### src/rtl/ps2_emu_pkg.sv
package ps2_emu_pkg;

    typedef enum logic [2:0] {
        SQ_IDLE,
        SQ_MAKE,
        SQ_HOLD,
        SQ_PREFIX,
        SQ_GAP,
        SQ_TAIL
    } seq_state_e;

    localparam logic [7:0] RELEASE_PREFIX = 8'hF0;
    localparam int unsigned FRAME_BITS    = 11;

    function automatic logic odd_par(input logic [7:0] b);
        return ~(^b);
    endfunction

endpackage

### src/rtl/ps2_frame_tx.sv
module ps2_frame_tx
    import ps2_emu_pkg::*;
#(
    parameter int unsigned QUARTER_CYC = 1000
) (
    input  logic       clk,
    input  logic       rst_n,
    input  logic       start_i,
    input  logic [7:0] byte_i,
    output logic       busy_o,
    output logic       done_o,
    output logic       ps2_clk_o,
    output logic       ps2_dat_o
);

    localparam int unsigned QW   = (QUARTER_CYC > 1) ? $clog2(QUARTER_CYC) : 1;
    localparam int unsigned LAST = FRAME_BITS - 1;

    typedef struct packed {
        logic                     sending;
        logic [QW-1:0]            qcnt;
        logic [1:0]               phase;
        logic [3:0]               bitn;
        logic [FRAME_BITS-1:0]    shreg;
        logic                     dat;
    } tx_s;

    tx_s s_d, s_q;
    logic tick;

    always_comb begin
        s_d    = s_q;
        done_o = 1'b0;
        tick   = s_q.sending && (s_q.qcnt == QW'(QUARTER_CYC - 1));
        if (!s_q.sending) begin
            if (start_i) begin
                s_d.sending = 1'b1;
                s_d.qcnt    = '0;
                s_d.phase   = 2'd0;
                s_d.bitn    = 4'd0;
                s_d.shreg   = {1'b1, odd_par(byte_i), byte_i, 1'b0};
            end
        end else if (tick) begin
            s_d.qcnt = '0;
            unique case (s_q.phase)
                2'd0: begin
                    s_d.phase = 2'd1;
                    s_d.dat   = s_q.shreg[0];
                end
                2'd1: s_d.phase = 2'd2;
                2'd2: s_d.phase = 2'd3;
                default: begin
                    if (s_q.bitn == 4'(LAST)) begin
                        s_d.sending = 1'b0;
                        s_d.phase   = 2'd0;
                        done_o      = 1'b1;
                    end else begin
                        s_d.phase = 2'd0;
                        s_d.bitn  = s_q.bitn + 4'd1;
                        s_d.shreg = {1'b1, s_q.shreg[FRAME_BITS-1:1]};
                    end
                end
            endcase
        end else begin
            s_d.qcnt = s_q.qcnt + QW'(1);
        end
    end

    always_ff @(posedge clk or negedge rst_n) begin
        if (!rst_n) begin
            s_q <= '{sending: 1'b0, qcnt: '0, phase: 2'd0, bitn: 4'd0,
                     shreg: '1, dat: 1'b1};
        end else begin
            s_q <= s_d;
        end
    end

    assign busy_o    = s_q.sending;
    assign ps2_clk_o = ~(s_q.sending & s_q.phase[1]);
    assign ps2_dat_o = s_q.dat;

    p_dat_stable_low_r3: assert property (@(posedge clk) disable iff (!rst_n)
        (!ps2_clk_o && !$past(ps2_clk_o)) |-> $stable(ps2_dat_o));

    p_bit_range_r2: assert property (@(posedge clk) disable iff (!rst_n)
        s_q.bitn <= 4'(LAST));

    p_start_low_r2: assert property (@(posedge clk) disable iff (!rst_n)
        (s_q.sending && s_q.bitn == 4'd0 && s_q.phase != 2'd0) |-> !ps2_dat_o);

endmodule

### src/rtl/ps2_key_seq.sv
module ps2_key_seq
    import ps2_emu_pkg::*;
#(
    parameter int unsigned TYPEMATIC_CYC = 25_000_000,
    parameter int unsigned REPEAT_CYC    = 5_000_000,
    parameter int unsigned GAP_CYC       = 4000
) (
    input  logic       clk,
    input  logic       rst_n,
    input  logic       key_held_i,
    input  logic [7:0] code_i,
    input  logic       tx_busy_i,
    input  logic       tx_done_i,
    output logic       start_o,
    output logic [7:0] byte_o,
    output logic       gap_o
);

    localparam int unsigned MAX_AB = (TYPEMATIC_CYC > REPEAT_CYC) ? TYPEMATIC_CYC : REPEAT_CYC;
    localparam int unsigned MAXC   = (MAX_AB > GAP_CYC) ? MAX_AB : GAP_CYC;
    localparam int unsigned CW     = $clog2(MAXC + 1);

    typedef struct packed {
        seq_state_e      st;
        logic [7:0]      code;
        logic            first;
        logic [CW-1:0]   cnt;
    } seq_s;

    seq_s s_d, s_q;

    always_comb begin
        s_d     = s_q;
        start_o = 1'b0;
        byte_o  = s_q.code;
        unique case (s_q.st)
            SQ_IDLE: begin
                if (key_held_i) begin
                    s_d.code  = code_i;
                    s_d.first = 1'b1;
                    s_d.st    = SQ_MAKE;
                    start_o   = 1'b1;
                    byte_o    = code_i;
                end
            end
            SQ_MAKE: begin
                if (tx_done_i) begin
                    s_d.st    = SQ_HOLD;
                    s_d.first = 1'b0;
                    s_d.cnt   = s_q.first ? CW'(TYPEMATIC_CYC - 1) : CW'(REPEAT_CYC - 1);
                end
            end
            SQ_HOLD: begin
                if (!key_held_i) begin
                    s_d.st  = SQ_PREFIX;
                    start_o = 1'b1;
                    byte_o  = RELEASE_PREFIX;
                end else if (s_q.cnt == '0) begin
                    s_d.st  = SQ_MAKE;
                    start_o = 1'b1;
                end else begin
                    s_d.cnt = s_q.cnt - CW'(1);
                end
            end
            SQ_PREFIX: begin
                if (tx_done_i) begin
                    s_d.st  = SQ_GAP;
                    s_d.cnt = CW'(GAP_CYC - 1);
                end
            end
            SQ_GAP: begin
                if (s_q.cnt == '0) begin
                    s_d.st  = SQ_TAIL;
                    start_o = 1'b1;
                end else begin
                    s_d.cnt = s_q.cnt - CW'(1);
                end
            end
            SQ_TAIL: begin
                if (tx_done_i) s_d.st = SQ_IDLE;
            end
            default: s_d.st = SQ_IDLE;
        endcase
    end

    always_ff @(posedge clk or negedge rst_n) begin
        if (!rst_n) begin
            s_q <= '{st: SQ_IDLE, code: 8'h00, first: 1'b0, cnt: '0};
        end else begin
            s_q <= s_d;
        end
    end

    assign gap_o = (s_q.st == SQ_GAP);

    p_start_when_free_r10: assert property (@(posedge clk) disable iff (!rst_n)
        start_o |-> !tx_busy_i);

    p_gap_line_quiet_r7: assert property (@(posedge clk) disable iff (!rst_n)
        (s_q.st == SQ_GAP) |-> !tx_busy_i);

    p_code_frozen_r9: assert property (@(posedge clk) disable iff (!rst_n)
        (s_q.st != SQ_IDLE) |=> (s_q.code == $past(s_q.code)));

    p_release_deferred_r8: assert property (@(posedge clk) disable iff (!rst_n)
        (s_q.st == SQ_MAKE && !key_held_i && !tx_done_i) |=> (s_q.st == SQ_MAKE));

endmodule

### src/rtl/ps2_kbd_emu.sv
module ps2_kbd_emu #(
    parameter int unsigned QUARTER_CYC   = 1000,
    parameter int unsigned TYPEMATIC_CYC = 25_000_000,
    parameter int unsigned REPEAT_CYC    = 5_000_000,
    parameter int unsigned GAP_CYC       = 4000
) (
    input  logic       clk,
    input  logic       rst_n,
    input  logic       key_held,
    input  logic [7:0] scan_code,
    output logic       ps2_clk_o,
    output logic       ps2_data_o,
    output logic       busy
);

    localparam int unsigned BIT_CYC = 4 * QUARTER_CYC;
    localparam int unsigned GAP_EFF = (GAP_CYC > BIT_CYC) ? GAP_CYC : BIT_CYC;

    logic       tx_start;
    logic [7:0] tx_byte;
    logic       tx_busy;
    logic       tx_done;
    logic       seq_gap;

    ps2_key_seq #(
        .TYPEMATIC_CYC (TYPEMATIC_CYC),
        .REPEAT_CYC    (REPEAT_CYC),
        .GAP_CYC       (GAP_EFF)
    ) u_seq (
        .clk        (clk),
        .rst_n      (rst_n),
        .key_held_i (key_held),
        .code_i     (scan_code),
        .tx_busy_i  (tx_busy),
        .tx_done_i  (tx_done),
        .start_o    (tx_start),
        .byte_o     (tx_byte),
        .gap_o      (seq_gap)
    );

    ps2_frame_tx #(
        .QUARTER_CYC (QUARTER_CYC)
    ) u_tx (
        .clk       (clk),
        .rst_n     (rst_n),
        .start_i   (tx_start),
        .byte_i    (tx_byte),
        .busy_o    (tx_busy),
        .done_o    (tx_done),
        .ps2_clk_o (ps2_clk_o),
        .ps2_dat_o (ps2_data_o)
    );

    assign busy = tx_busy | seq_gap;

    p_idle_lines_high_r1: assert property (@(posedge clk) disable iff (!rst_n)
        !busy |-> (ps2_clk_o && ps2_data_o));

    p_busy_on_low_clk_r10: assert property (@(posedge clk) disable iff (!rst_n)
        !ps2_clk_o |-> busy);

endmodule

### config.mk
export PLATFORM = sky130hd
export DESIGN_NAME = ps2_kbd_emu
export DESIGN_NICKNAME = d
export VERILOG_FILES = /design/src/rtl/ps2_emu_pkg.sv /design/src/rtl/ps2_frame_tx.sv /design/src/rtl/ps2_key_seq.sv /design/src/rtl/ps2_kbd_emu.sv
export SDC_FILE = /design/constraint.sdc
export NUM_CORES = 1
export LEC_CHECK = 0
export BUFFER_PORTS_ARGS = -buffer_cell sky130_fd_sc_hd__buf_2
export CAP_MARGIN = 5
export CORE_MARGIN = 2
export CORE_UTILIZATION = 45
export DETAILED_ROUTE_END_ITERATION = 6
export REMOVE_ABC_BUFFERS = 1
export SYNTH_ARGS = -nofsm -noshare
export SYNTH_HDL_FRONTEND = slang
export SYNTH_SLANG_ARGS = --single-unit
### constraint.sdc
create_clock -name clk -period 3.5 [get_ports clk]
set_input_delay 1.05 -clock clk [delete_from_list [all_inputs] [get_ports clk]]
set_output_delay 1.05 -clock clk [all_outputs]
set_load 0.02 [all_outputs]
==> Yosys cells after proc, flatten, opt, wreduce, memory -nomap -nowiden <==
Cells that the tools add are included.
W data, S select, Z words.
{ "op_classes": {"bitwise": 4, "eq_ne": 19, "n_reduce_logical": 16, "muxes": 37, "n_addsub": 3} }
{ "ops": {"columns": ["op", "n"], "rows": [
  ["$mux W25", 4],
  ["$pmux W25 S4", 1],
  ["$mux W28", 2],
  ["$mux W15", 2],
  ["$mux W26", 1],
  ["$logic_not A25 Y1", 1],
  ["$sub A25 B1 Y25 const B", 1],
  ["$mux W18", 1],
  ["$mux W3", 6],
  ["$pmux W3 S6", 1],
  ["$mux W8", 2],
  ["$ne A2 B2 Y1 const B", 8],
  ["$pmux W8 S2", 1],
  ["$mux W12", 1],
  ["$mux W1", 11],
  ["$add A10 B1 Y10 const B", 1],
  ["$eq A10 B10 Y1 const B", 1],
  ["$mux W10", 1],
  ["$reduce_and A4 Y1", 2],
  ["$reduce_xor A8 Y1", 1],
  ["$eq A3 B2 Y1 const B", 2],
  ["$eq A3 B3 Y1 const B", 2],
  ["$pmux W2 S3", 1],
  ["$reduce_and A3 Y1", 2],
  ["20 further kinds", 23]
]} }
{ "word_totals": {"regBits": 66} }

==> Longest topological paths before layout <==
{ "depth": {"ltp_word": 7, "depth_mapped": 10, "depth_no_buf": 8} }

==> Cells and area by module <==
Synthesis repeated with hierarchy kept, for this count alone.
{ "hier_totals": {"cells_unflattened": 401, "area_unflattened_um2": 3885.0} }
{ "modules_own_cells": {"columns": ["mod", "area_each_um2", "instances", "cells_per_inst"], "rows": [
  ["ps2_key_seq", 2227.1, 1, 243],
  ["ps2_frame_tx", 1651.6, 1, 157],
  ["ps2_kbd_emu", 6.3, 1, 1]
]} }

==> Least setup slack after synthesis <==
Ideal clock, no wire load.
{ "synth_path": {"kind": "input -> register", "start": "input key_held", "end": "register u_tx.s_q[10] in the netlist's numbering", "setup_time_ns": 0.088, "stages": 6, "slack_ns": 0.962, "t_arrival_ns": 2.450, "path_cell_list": "nor4b_4 > nand2_2 > o211ai_2 > xor2_1 > xnor3_1 > a221oi_2"} }
{ "synth_between": {"elab_chain_len": 6} }
{ "synth_rtl": {"columns": ["item", "line", "source"], "rows": [
  ["from (decl)", "ps2_kbd_emu.sv:9", "input logic key_held,"],
  ["$mux W8, on equally long branches", "ps2_key_seq.sv:54, ps2_key_seq.sv:38", null],
  ["$pmux W8 S2", "ps2_key_seq.sv:36", "unique case (s_q.st)"],
  ["$reduce_xor A8 Y1", "ps2_emu_pkg.sv:16", "return ~(^b);"],
  ["$not A1 Y1", "ps2_emu_pkg.sv:16", null],
  ["$mux W28", "ps2_frame_tx.sv:36", "if (start_i) begin"],
  ["$mux W28", "ps2_frame_tx.sv:35", "if (!s_q.sending) begin"],
  ["to (signal assigned)", "ps2_frame_tx.sv:71", "s_q <= '{sending: 1'b0, qcnt: '0, phase: 2'd0, bitn: 4'd0,"],
  ["to (decl)", "ps2_frame_tx.sv:28", "tx_s s_d, s_q;"]
]} }
Several ways; a longest one is shown, not always the timed one. The select of a mux whose other input is x is not followed.
A chain may end at the register's enable or synchronous reset.

==> Final worst setup path <==
{ "layout_path": {"start": "register u_seq.s_q[35] in the netlist's numbering", "end": "output busy"} }
{ "layout_between": {"elab_chain_len": 2} }
{ "layout_rtl": {"columns": ["item", "line", "source"], "rows": [
  ["from (decl)", "ps2_key_seq.sv:30", "seq_s s_d, s_q;"],
  ["from (signal assigned)", "ps2_key_seq.sv:88", "s_q <= '{st: SQ_IDLE, code: 8'h00, first: 1'b0, cnt: '0};"],
  ["$eq A3 B3 Y1", "ps2_key_seq.sv:94", "assign gap_o = (s_q.st == SQ_GAP);"],
  ["$or A1 B1 Y1", "ps2_kbd_emu.sv:54", "assign busy = tx_busy | seq_gap;"],
  ["to (decl)", "ps2_kbd_emu.sv:13", "output logic busy"]
]} }
No other way between the ends.

==> impl_metrics.toml <==
[clock_tree]
cts.repair.resized = 0
insertion_delay_ns = 0.35
cts_root_buffer = "sky130_fd_sc_hd__clkbuf_8"
cts_made_buffers = 9
path_clk_slew_ns = 0.08
tritoncts = "yes"
cts-htree-levels = 3
clock-sinks = 66
cts_max_path_buffers = 2
cts_setup_buffers = 0
holdBufCountCts = 0

[final_layout]
layout.area.seq_sq_mm = 0.001667
finish.net_count = 453
diodes = 0
area_growth_syn_to_layout_pct = 9.867
combined_area_of_the_multi_input_logic_cells_sq_mm = 0.002031
fill_cells = 749
layout-drive-gt1-share_pct = 16.44

[critical_path]
timing.reg2reg.worst_path_depth = 6
critPathKind = "reg2out"
critical_path.top_delay_family = "flip-flops"
worst_ep_arrival_time_ns = 1.82
critical_path.slowest_cell = "sky130_fd_sc_hd__dfrtp_1"
cp_max_fo = 17
instance_count_on_the_critical_path = 3
setup.worst_path.start_class = "flop"
crit_chain = "nand2b_1, o21ai_0, buf_2"
crit_path_end_kind = "output port"
critical_path_required_ns = 2.45
timing.critical_path.slowest_cell_delay_ns = 0.60
timing.critical_path.buf_inv = 1

[placement]
hpwlAfterDp_um = 6188
gp_congestion = 0.8358
port_buffers = 13

[worst_hold_path]
worst_hold_path_type = "reg2reg"
min_path_cells = 2

[logic_synthesis]
synthesis.instances = 422
synth_ff_type = "sky130_fd_sc_hd__dfrtp_1"
synth_top_area_share_pct = 34.94
yosysWarningCount = 0
synth_most_common_cell = "sky130_fd_sc_hd__dfrtp_1"
synth_async_sr_flop_share_pct = 100.0
ys_seq_area_share_pct = 43.09
yosysUniqueCellTypes = 61
most_area_consuming_cells_after_synthesis = "sky130_fd_sc_hd__dfrtp_1 35%, sky130_fd_sc_hd__dfstp_2 8.2%, sky130_fd_sc_hd__o21ai_0 6.2%"
synth.ff_latch_count = 66
netlist_area_sq_mm = 0.003867
synthDominantAreaCellType = "sky130_fd_sc_hd__dfrtp_1"
synth_edf_count = 0
average_instance_area_after_synthesis_sq_um = 9.165
synthTopCellsByCount = "54 x sky130_fd_sc_hd__dfrtp_1, 48 x sky130_fd_sc_hd__o21ai_0, 37 x sky130_fd_sc_hd__nand2_1"

[global_routing]
grt_util_all_layers_pct = 19.98
grt_antenna_before_repair = 0
grt_pass1_vias = 3073
grt_start_max_net_pins = 36
grt_pass1_wl_um = 15440
gr-total-overflow = 0

[timing]
setup_tns_ns = 0
normalized_max_slew_margin_pct = 17.72
final_skew_ns = 0.01149
finalHoldViolations = 0
worst_pin_slew_ns = 1.230
rsz0062_at_grt = "no"
maximum_clock_frequency_mhz = 348.2
report.final.setup_viol = 0
layout_min_cycle_time_ns = 2.872
final_max_slew_viol_count = 0
final.period_utilization_pct = 82.04

[drt]
ant_nets = 0
drt_wl_total_um = 8924
initial_drc_count = 242
via_count = 3228
drt_pass1_iterations = 7
wl_per_cell_um = 16.43
vias_per_cell = 5.945
post-route-drc-count = 0

[floorplanning]
top_level_ports = 14
core.rowCount = 33
core_region_area_sq_mm = 0.008258
initial_core_utilization_pct = 46.83
design.die.area_sq_mm = 0.009352
fp.dieH_um = 96.71
fp.dieW_um = 96.71

[status]
outcome = "finished, final reports clean"

[power]
p_per_area_mw_per_mm2 = 416.0
power.leakage_uw = 0.001833
p_total_uw = 1767
max_rail_drop_vdd_v = 0.0002611

[flow_run]
max_cap_viol = 0
[registers in the layout, summed over array words and instances (netlist names)]
register / count
u_tx.busy_o: 1
u_tx.s_q: 27
u_tx.ps2_dat_o: 1
u_seq.s_q: 37
[cells by family after synthesis]
| group | after synthesis | share of synthesized area [%] |
|---|---|---|
| flip-flops | 66 | 43.09 |
| AO/OA/AOI/OAI | 146 | 23.58 |
| buffers and inverters | 37 | 4.400 |
| adder cells (fa/ha/maj) | 9 | 2.912 |
| multiplexers | 11 | 3.203 |
| XOR/XNOR | 12 | 3.429 |
| AND/OR/NAND/NOR | 141 | 19.38 |
[report_power, final]
group / switching [uW] / leakage, uW / internal, uW
sequential: 43.5 / 0.000801 / 792
clock: 303 / 0.000109 / 418
combinational: 118 / 0.000923 / 93.8
total: 464 / 0.00183 / 1300
[through the flow]
step                      util [%]  hold WS (ns)  setup WS [ns]  std cells  area (sq um)
after CTS                    51.45        0.4693         0.6315        543          4249
after floorplan                  -        0.4416         0.8702        400          3754
after global routing         51.45        0.4835         0.3256        543          4249
after detailed placement     48.80        0.4589         0.5213        527          4030
after global placement       48.80        0.4512         0.5948        527          4030
final                        51.45        0.4661         0.6285        543          4249
[metal layers]
| layer | GRT usage (%) | part of all wire (%) | up-vias |
|---|---|---|---|
| met4 | 7.476 | 1.1 | 0 |
| met3 | 3.324 | 4.6 | 8 |
| li1 | - | - | 1572 |
| met5 | 0 | 0 | - |
| met1 | 30.07 | 50 | 1577 |
| met2 | 28.85 | 45 | 71 |
[area by class of cell]
| cell class | instances | area share, % |
|---|---|---|
| inverters | 15 | 1.325 |
| clock inverters | 5 | 1.826 |
| repair buffers | 22 | 3.416 |
| clock buffers | 11 | 3.327 |
| multi-input cells | 319 | 47.79 |
| flip-flops and latches | 66 | 39.22 |
| well taps | 105 | 3.092 |
[tightest hold or removal path: stages (launching register included)]
cell and delay (ns):
sky130_fd_sc_hd__dfstp_2 0.37, sky130_fd_sc_hd__inv_1 0.04, sky130_fd_sc_hd__a21oi_1 0.05
[cells in the final DEF, fill, tap and decap left out, drive strengths merged, types with 9 or more instances in the layout]
cell type and n:
mux2 11, clkbuf 11, and3 11, ha 9, dfrtp 54, buf 22, a21oi 32, nand2 38
nor3 15, inv 15, o21ai 52, dfstp 12, nor2 32, nand3 12, a31oi 12
[worst paths after layout]
check	start	end	slack (ns)
min in group asynchronous	rst_n	u_tx.s_q[21]	0.77
min	u_tx.s_q[7]	u_tx.s_q[7]	0.47
max	u_seq.s_q[35]	busy	0.63
max in group asynchronous	rst_n	u_tx.s_q[1]	1.99
max reg2reg	u_seq.s_q[15]	u_seq.s_q[17]	0.64
min reg2reg	u_tx.s_q[7]	u_tx.s_q[7]	0.47
Power figures use the tool's default switching activity.
